**src/rtl/wide_divider_pkg.sv**
```systemverilog
package wide_divider_pkg;

  // Ratio the counter chain itself must realise: half the request in even mode.
  function automatic logic [64:0] chain_ratio(input logic [64:0] req, input logic even);
    return even ? (req >> 1) : req;
  endfunction

  // Legality of a request for a chain of width w.
  function automatic logic ratio_ok(input logic [64:0] req, input logic even, input int w);
    logic [64:0] lim;
    logic ok;
    lim = 65'(1) << w;
    ok  = (req >= 65'd2) && (req <= lim);
    if (even) ok = ok && !req[0] && (req >= 65'd4);
    return ok;
  endfunction

  // Start value so that the chain reaches all ones after n-1 increments.
  function automatic logic [64:0] preset_of(input logic [64:0] n, input int w);
    return (65'(1) << w) - n;
  endfunction

endpackage

```
**src/rtl/count_slice.sv**
```systemverilog
module count_slice #(
  parameter int SW = 8
) (
  input  logic          clk,
  input  logic          rst,
  input  logic          en,
  input  logic          load,
  input  logic [SW-1:0] preset,
  output logic [SW-1:0] q,
  output logic          at_top
);
  always_ff @(posedge clk) begin
    if (rst || load) q <= preset;
    else if (en)     q <= q + 1'b1;
  end

  assign at_top = &q;
endmodule

```
**src/rtl/ratio_cfg.sv**
```systemverilog
module ratio_cfg
  import wide_divider_pkg::*;
#(
  parameter int W             = 32,
  parameter int DEFAULT_RATIO = 256
) (
  input  logic         clk,
  input  logic         rst,
  input  logic         start,
  input  logic [W:0]   ratio,
  input  logic         even_mode,
  output logic         accept,
  output logic [W-1:0] pend_preset,
  output logic [W-1:0] rst_preset
);
  localparam logic [64:0] DEF_PRESET = preset_of(65'(DEFAULT_RATIO), W);

  logic [64:0] req;
  assign req        = 65'(ratio);
  assign accept     = start && ratio_ok(req, even_mode, W);
  assign rst_preset = DEF_PRESET[W-1:0];

  always_ff @(posedge clk) begin
    if (rst)         pend_preset <= DEF_PRESET[W-1:0];
    else if (accept) pend_preset <= W'(preset_of(chain_ratio(req, even_mode), W));
  end
endmodule

```
**src/rtl/wide_divider.sv**
```systemverilog
module wide_divider #(
  parameter int SLICE_W       = 8,
  parameter int NUM_SLICES    = 4,
  parameter int DEFAULT_RATIO = 256,
  localparam int W            = SLICE_W * NUM_SLICES
) (
  input  logic       clk,
  input  logic       rst,
  input  logic [W:0] ratio,
  input  logic       even_mode,
  input  logic       start,
  output logic       div_tick,
  output logic       sq_out
);
  logic [W-1:0]          pend_preset;
  logic [W-1:0]          rst_preset;
  logic [W-1:0]          preset_w;
  logic [W-1:0]          count_w;
  logic [NUM_SLICES-1:0] slice_top;
  logic [NUM_SLICES-1:0] slice_en;
  logic                  accept_w;
  logic                  chain_reload;

  ratio_cfg #(.W(W), .DEFAULT_RATIO(DEFAULT_RATIO)) u_cfg (
    .clk(clk), .rst(rst), .start(start), .ratio(ratio), .even_mode(even_mode),
    .accept(accept_w), .pend_preset(pend_preset), .rst_preset(rst_preset)
  );

  assign preset_w     = pend_preset;
  assign chain_reload = &slice_top;

  for (genvar i = 0; i < NUM_SLICES; i++) begin : g_slice
    if (i == 0) begin : g_low
      assign slice_en[i] = 1'b1;
    end else begin : g_up
      assign slice_en[i] = slice_en[i-1] & slice_top[i-1];
    end
    count_slice #(.SW(SLICE_W)) u_slice (
      .clk(clk), .rst(rst), .en(slice_en[i]), .load(chain_reload),
      .preset(rst ? rst_preset[i*SLICE_W +: SLICE_W] : preset_w[i*SLICE_W +: SLICE_W]),
      .q(count_w[i*SLICE_W +: SLICE_W]), .at_top(slice_top[i])
    );
  end

  always_ff @(posedge clk) begin
    if (rst)               sq_out <= 1'b0;
    else if (chain_reload) sq_out <= ~sq_out;
  end

  assign div_tick = chain_reload;
endmodule

```
**config.mk**
```make
export PLATFORM = sky130hd
export DESIGN_NAME = wide_divider
export DESIGN_NICKNAME = d
export VERILOG_FILES = /design/src/rtl/wide_divider_pkg.sv /design/src/rtl/count_slice.sv /design/src/rtl/ratio_cfg.sv /design/src/rtl/wide_divider.sv
export SDC_FILE = /design/constraint.sdc
export NUM_CORES = 1
export LEC_CHECK = 0
export BUFFER_PORTS_ARGS = -buffer_cell sky130_fd_sc_hd__buf_2
export CORE_MARGIN = 10
export CORE_UTILIZATION = 49
export CTS_CLUSTER_SIZE = 25
export DETAILED_ROUTE_END_ITERATION = 6
export GPL_TIMING_DRIVEN = 1
export PLACE_DENSITY = 0.64
export SLEW_MARGIN = 10
export SYNTH_ARGS = -nofsm -noshare
export SYNTH_HDL_FRONTEND = slang
export SYNTH_SLANG_ARGS = --single-unit
```
**constraint.sdc**
```tcl
create_clock -name clk -period 5.71 [get_ports clk]
set_input_delay 1.142 -clock clk [delete_from_list [all_inputs] [get_ports clk]]
set_output_delay 1.142 -clock clk [all_outputs]
set_load 0.01 [all_outputs]
```
==> summary.txt, run 1 <==
gr usage total: 0.166
dominant synthesized flop cell: dfxtp_1
Pre-Repair DR Iteration Count: 5
Worst Hold Depth: 2
CTS root buffer: clkbuf_8
Clock Pin Slew Worst Setup and Hold Paths: 70 ps
leading area contributor after synthesis: dfxtp_1
dpl cell area: 4690 µm²
RSZ-0062 raised after global routing: no
final WL: 10900 µm
CTS tree: yes
top sig layer: met4
post-CTS sizing: 0
FF/Latch Area: 1540 µm²
CTS buffer count: 9
crit end category: register
Pwr Density: 230 nW/µm²
Setup Viol. Count Final: 0
via count: 3936
Final Wtd Congestion: 0.904
wire length on met2: 4610 µm
CP arrival: 4000 ps
crit path max fanout: 10
Max Slew Vio Count: 0
Pleak: 1.79 nW
Fmax: 265 MHz
row count: 34
Crit Path Category: in -> reg
Critical Path RT: 5940 ps
area grow syn2layout: 9.59%
Final Cycle Share: 0.662
relative slew slack: 0.537
clk_lat worst skew: 330 ps
ANT nets after route: 0
port bufs: 38
syn nets: 569
Yosys cell types: 68
Initial Util: 0.508
DR DRC count: 0
worst slew pin tran: 695 ps
die area: 13400 µm²
hpwl dp: 7990 µm
max-cap violation count: 0
1st-iter DRT viols: 231
initial antenna violation count: 0
Vert. Die Dim: 116 µm
final instance area: 4900 µm²
Hold WC Path Type: reg -> reg
vias in the first global route: 3708
Layout Utilization: 0.557
met3 WL: 625 µm
die width: 116 µm
total core area: 8810 µm²
ys async rst share: 0
Seq cells post-synth: 65
Hold Buf Count CTS: 0
sequential fraction of the synthesis area: 0.344
first-pass GRT wire length: 18300 µm
Power Total: 1.13 mW
Layout Nets: 593
share of cells above drive strength 1: 0.151
multi-input logic area: 2760 µm²
worst r2r path cells: 7
Layout Skew: 5.75 ps
shortest period the worst path allows: 3780 ps
Syn Std Cell Area: 4480 µm²
IO Count: 39
Yosys Warn Count: 0
peak supply drop: 94.5 µV
TritonCTS sink count: 65
vias per std cell: 5.93
EDFF count, synth: 24
Hold Vio Cnt, Final: 0
TNS Setup: 0 ps
Yosys top cell area share: 0.183
status: complete, no violations
Layout fillers: 860
Clock Tree Buf Depth: 2
M1 WL: 5570 µm
grt total ovfl: 0
largest net degree at the start of global routing: 54
Post CTS Setup Buffer Count: 0
largest cells by area after synthesis: dfxtp_1 (18%), edfxtp_1 (16%), xnor2_1 (5.7%), nor2_1 (5.6%), xor2_1 (4.5%)
startpoint types: primary input
n_diodes: 0
Post-Syn Instances: 527
DR WL/cell: 16.5 µm
Mean Syn Cell Area: 8.49 µm²
H-tree Lvls: 3
stage by stage:
stage                     hold WS (ps)  setup slack, ps  instances
after floorplan                    437             1040        527
after global placement             457             1650        648
after detailed placement           467             1590        648
after CTS                          479             1950        664
after global routing               511             1790        664
final                              483             1930        664
flip-flops by register name (all words and copies together), names as in the netlist:
register           cells
g_slice.u_slice.q     32
sq_out                 1
u_cfg.pend_preset     32
critical path, cell delays in order:
cell	delay, ps
buf_2	190
nand2b_1	210
a21boi_0	280
ha_1	260
or3b_4	440
nor4b_4	380
nand2_1	160
nor3_2	230
mux2_2	370
a311o_1	340
cell families (layout without fill, tap and decap cells):
logic type | Yosys count | in the layout | share of synthesized area
flip-flops | 65 | 65 | 0.344
buffers and inverters | 36 | 65 | 0.0386
adder cells (fa/ha/maj) | 5 | 5 | 0.0140
AO/OA/AOI/OAI | 101 | 101 | 0.158
multiplexers | 23 | 23 | 0.0528
XOR/XNOR | 52 | 52 | 0.102
AND/OR/NAND/NOR | 245 | 245 | 0.291
cell type report:
class	instances	area share
multi-input cells	426	0.563
flip-flops and latches	65	0.314
repair buffers	44	0.0480
clock buffers	15	0.0423
well taps	108	0.0276
inverters	5	0.00383
clock inverters	1	0.00102
layout by cell type (no fill, tap or decap), drive strengths merged, types with 5 or more instances in the layout:
cell	instances
dfxtp	41
nor4	7
buf	44
xor2	23
o211ai	7
nand3	37
a21oi	17
ha	5
o21ai	28
xnor2	29
mux2	5
edfxtp	24
mux2i	18
nor3	21
or3	6
nand4	13
nor2	68
nand2	42
and3	19
clkbuf	15
and2	9
a211oi	10
a211o	8
metal layers:
layer	vias up	global-route usage
met5	-	0
met4	0	0.0498
met3	10	0.0289
met2	111	0.237
met1	1831	0.247
li1	1984	-
cell usage after synthesis, types with 5 or more instances:
cell	number
nor3_1	17
nand4_1	13
xnor2_1	29
dfxtp_1	41
xor2_1	23
o21ai_0	27
mux2i_1	18
and2_0	7
or3_1	6
mux2_2	5
a21oi_1	17
edfxtp_1	24
o211ai_1	7
a211o_1	8
buf_2	9
nand2_1	40
nor2_1	67
a211oi_1	10
nor4_1	5
and3_1	18
clkbuf_1	15
nand3_1	37
ha_1	5
final timing paths:
path / startpoint / end / slack [ps]
max: even_mode / u_cfg.pend_preset[24] / 1930
min: u_cfg.pend_preset[1] / g_slice[0].u_slice.q[1] / 480
max reg2reg: g_slice[0].u_slice.q[0] / g_slice[1].u_slice.q[4] / 3250
min reg2reg: u_cfg.pend_preset[1] / g_slice[0].u_slice.q[1] / 480
power by group:
| group | internal (mW) | switching, mW | leakage [nW] |
|---|---|---|---|
| Clock | 0.231 | 0.170 | 0.111 |
| Sequential | 0.513 | 0.0197 | 0.545 |
| Combinational | 0.0818 | 0.111 | 1.14 |
No activity file was read; power rests on OpenSTA's default activity.
==> run 2: changes to the inputs <==
--- a/config.mk
+++ b/config.mk
@@ -11,7 +11,7 @@
 export CTS_CLUSTER_SIZE = 25
 export DETAILED_ROUTE_END_ITERATION = 6
 export GPL_TIMING_DRIVEN = 1
-export PLACE_DENSITY = 0.64
+export PLACE_DENSITY = 0.66
 export SLEW_MARGIN = 10
 export SYNTH_ARGS = -nofsm -noshare
 export SYNTH_HDL_FRONTEND = slang
==> constraint.sdc (replaced) <==
create_clock -name clk -period 3.2 [get_ports clk]
set_input_delay 0.64 -clock clk [delete_from_list [all_inputs] [get_ports clk]]
set_output_delay 0.64 -clock clk [all_outputs]
set_load 0.01 [all_outputs]
==> run 2 against run 1 <==
  * Clock power grew 65%
  * Non-clock buffer count grew 16
  * Die area is the same
  * Final cell count grew 2.3%
  * Clock skew grew 0.87 ps
  * Utilization grew 1.5 points
  * Combinational power grew 88%
  * Routed wire length grew 4.5%
==> summary.txt, run 2 (synthesis gave the netlist of run 1 again) <==
Clock Pin Slew Worst Setup and Hold Paths: 70 ps (about the same)
Initial Util: 0.508 (unchanged)
Clock Tree Buf Depth: 2 (unchanged)
most common cell after layout, fill and taps aside: nor2_1
worst r2r path cells: 7 (unchanged)
FF-to-FF End: g_slice[3].u_slice.q[0]
placed instance count: 664 (+2.5%)
Layout Nets: 609 (+2.7%)
initial antenna violation count: 0 (unchanged)
port bufs: 38 (unchanged)
Pleak: 1.88 nW (+4.8%)
Fmax: 340 MHz
most frequent cells in the layout: nor2_1 (67), dfxtp_1 (41), nand2_1 (39), buf_2 (38), nand3_1 (37)
crit-path cells: buf_2 -> nand2b_1 -> a21boi_1 -> ha_2 -> or3b_4 -> nor4b_4 -> nand2_2 -> buf_4 -> o41ai_1 -> a21oi_1 -> o311ai_2
CTS tree: yes
CP arrival: 3190 ps (-810 ps)
Final Cycle Share: 0.920
CTS root buffer: clkbuf_8
vias in the first global route: 3928 (+5.9%)
DR WL/cell: 16.8 µm (+2.1%)
peak supply drop: 225 µV (+140%)
CTS buffer count: 9 (unchanged)
Hold WC Path Type: reg -> reg
status: complete, no violations
shortest period the worst path allows: 2940 ps
hpwl dp: 8460 µm (+5.9%)
final WL: 11400 µm (+4.5%)
Max Slew Vio Count: 0 (unchanged)
vias per std cell: 5.89 (-0.59%)
Crit Path Category: in -> reg
share of cells above drive strength 1: 0.179 (+0.0276)
startpoint types: primary input
Critical Path RT: 3440 ps (-2500 ps)
largest net degree at the start of global routing: 56 (+3.7%)
ANT nets after route: 0 (unchanged)
multi-input logic area: 2780 µm² (+0.72%)
Hold Buf Count CTS: 0 (unchanged)
die width: 116 µm (unchanged)
post-CTS sizing: 0 (unchanged)
clk_lat worst skew: 330 ps (about the same)
crit path max fanout: 5 (-5)
Pwr Density: 392 nW/µm² (+71%)
worst r2r src: g_slice[0].u_slice.q[0]
first-pass GRT wire length: 19100 µm (+4.2%)
Vert. Die Dim: 116 µm (unchanged)
area grow syn2layout: 12.5%
FF/Latch Area: 1540 µm² (unchanged)
Finished Layout Cells: 679 (+2.3%)
grt total ovfl: 0 (unchanged)
Hold Vio Cnt, Final: 0 (unchanged)
max-cap violation count: 0 (unchanged)
reg-to-reg setup timing slack: 790 ps (-2460 ps)
Final Wtd Congestion: 0.890 (-1.5%)
row count: 34 (unchanged)
Setup Viol. Count Final: 0 (unchanged)
via count: 4001 (+1.7%)
DR DRC count: 0 (unchanged)
Hold Startpoint: u_cfg.pend_preset[1]
n_diodes: 0 (unchanged)
H-tree Lvls: 3 (unchanged)
relative slew slack: 0.542 (+0.00492)
Layout fillers: 820 (-4.7%)
gr usage total: 0.175 (+0.00860)
worst slew pin tran: 688 ps (-7.39 ps)
total core area: 8810 µm² (unchanged)
biggest registers after layout: g_slice.u_slice.q x32, u_cfg.pend_preset x32, sq_out x1
hold path endpoint: g_slice[0].u_slice.q[1]
TritonCTS sink count: 65 (unchanged)
Pre-Repair DR Iteration Count: 5 (unchanged)
Layout Skew: 6.61 ps (+0.865 ps)
critical-path cell with the highest stage delay: nor4b_4
IO Count: 39 (unchanged)
1st-iter DRT viols: 269 (+16%)
Worst Hold Depth: 2 (unchanged)
Max stage delay on crit path: 420 ps (-20 ps)
RSZ-0062 raised after global routing: no
Post CTS Setup Buffer Count: 0 (unchanged)
Power Total: 1.97 mW (+75%)
die area: 13400 µm² (unchanged)
crit end category: register
## run 2: worst max-delay path, delay by kind of cell
| family | cells | cell delay (ps) |
|---|---|---|
| AOI/OAI and AO/OA | 4 | 930 |
| adders and majority gates | 1 | 210 |
| buffers and inverters | 2 | 320 |
| and+or+nand+nor | 4 | 1090 |
## run 2: report_power, final
part	leakage (nW)	switching, mW	internal [mW]
clock network	0.100	0.296	0.364
registers	0.545	0.0352	0.915
logic	1.23	0.206	0.156
## run 2: worst max path at each step
stage,from,endpoint,slack (ps),cells past startpoint
2_1_floorplan,even_mode,u_cfg.pend_preset[24],-290,13
3_3_place_gp,even_mode,u_cfg.pend_preset[24],20,10
3_5_place_dp,even_mode,u_cfg.pend_preset[28],-50,11
4_1_cts,even_mode,u_cfg.pend_preset[28],290,11
5_1_grt,even_mode,u_cfg.pend_preset[28],40,11
6_report,even_mode,u_cfg.pend_preset[28],260,11
## run 2: cell type report
type	count	area share
flip-flops and latches	65	0.306
inverters	5	0.00373
clock inverters	2	0.00199
repair buffers	60	0.0731
well taps	108	0.0268
clock buffers	13	0.0358
multi-input cells	426	0.552
## run 2: through the flow
step | hold WS, ps | TNS, ps | worst slack [ps] | utilization | cell area, µm²
after floorplan | 437 | -651 | -288 | - | 4540
after global placement | 453 | 0 | 20.1 | 0.550 | 4840
after detailed placement | 456 | -74.7 | -50.7 | 0.550 | 4840
after CTS | 467 | 0 | 289 | 0.572 | 5030
after global routing | 490 | 0 | 40.9 | 0.572 | 5030
final | 462 | 0 | 256 | 0.572 | 5030
## run 2: metal layers
layer  routed length [µm]  up-vias  share of wire  GRT usage
met5                    0        -              0          0
met4                  300        0          0.026     0.0752
met3                  544       20          0.048     0.0176
met2                 4900      123           0.43      0.259
met1                 5680     1845           0.50      0.251
li1                     -     2013              -          -
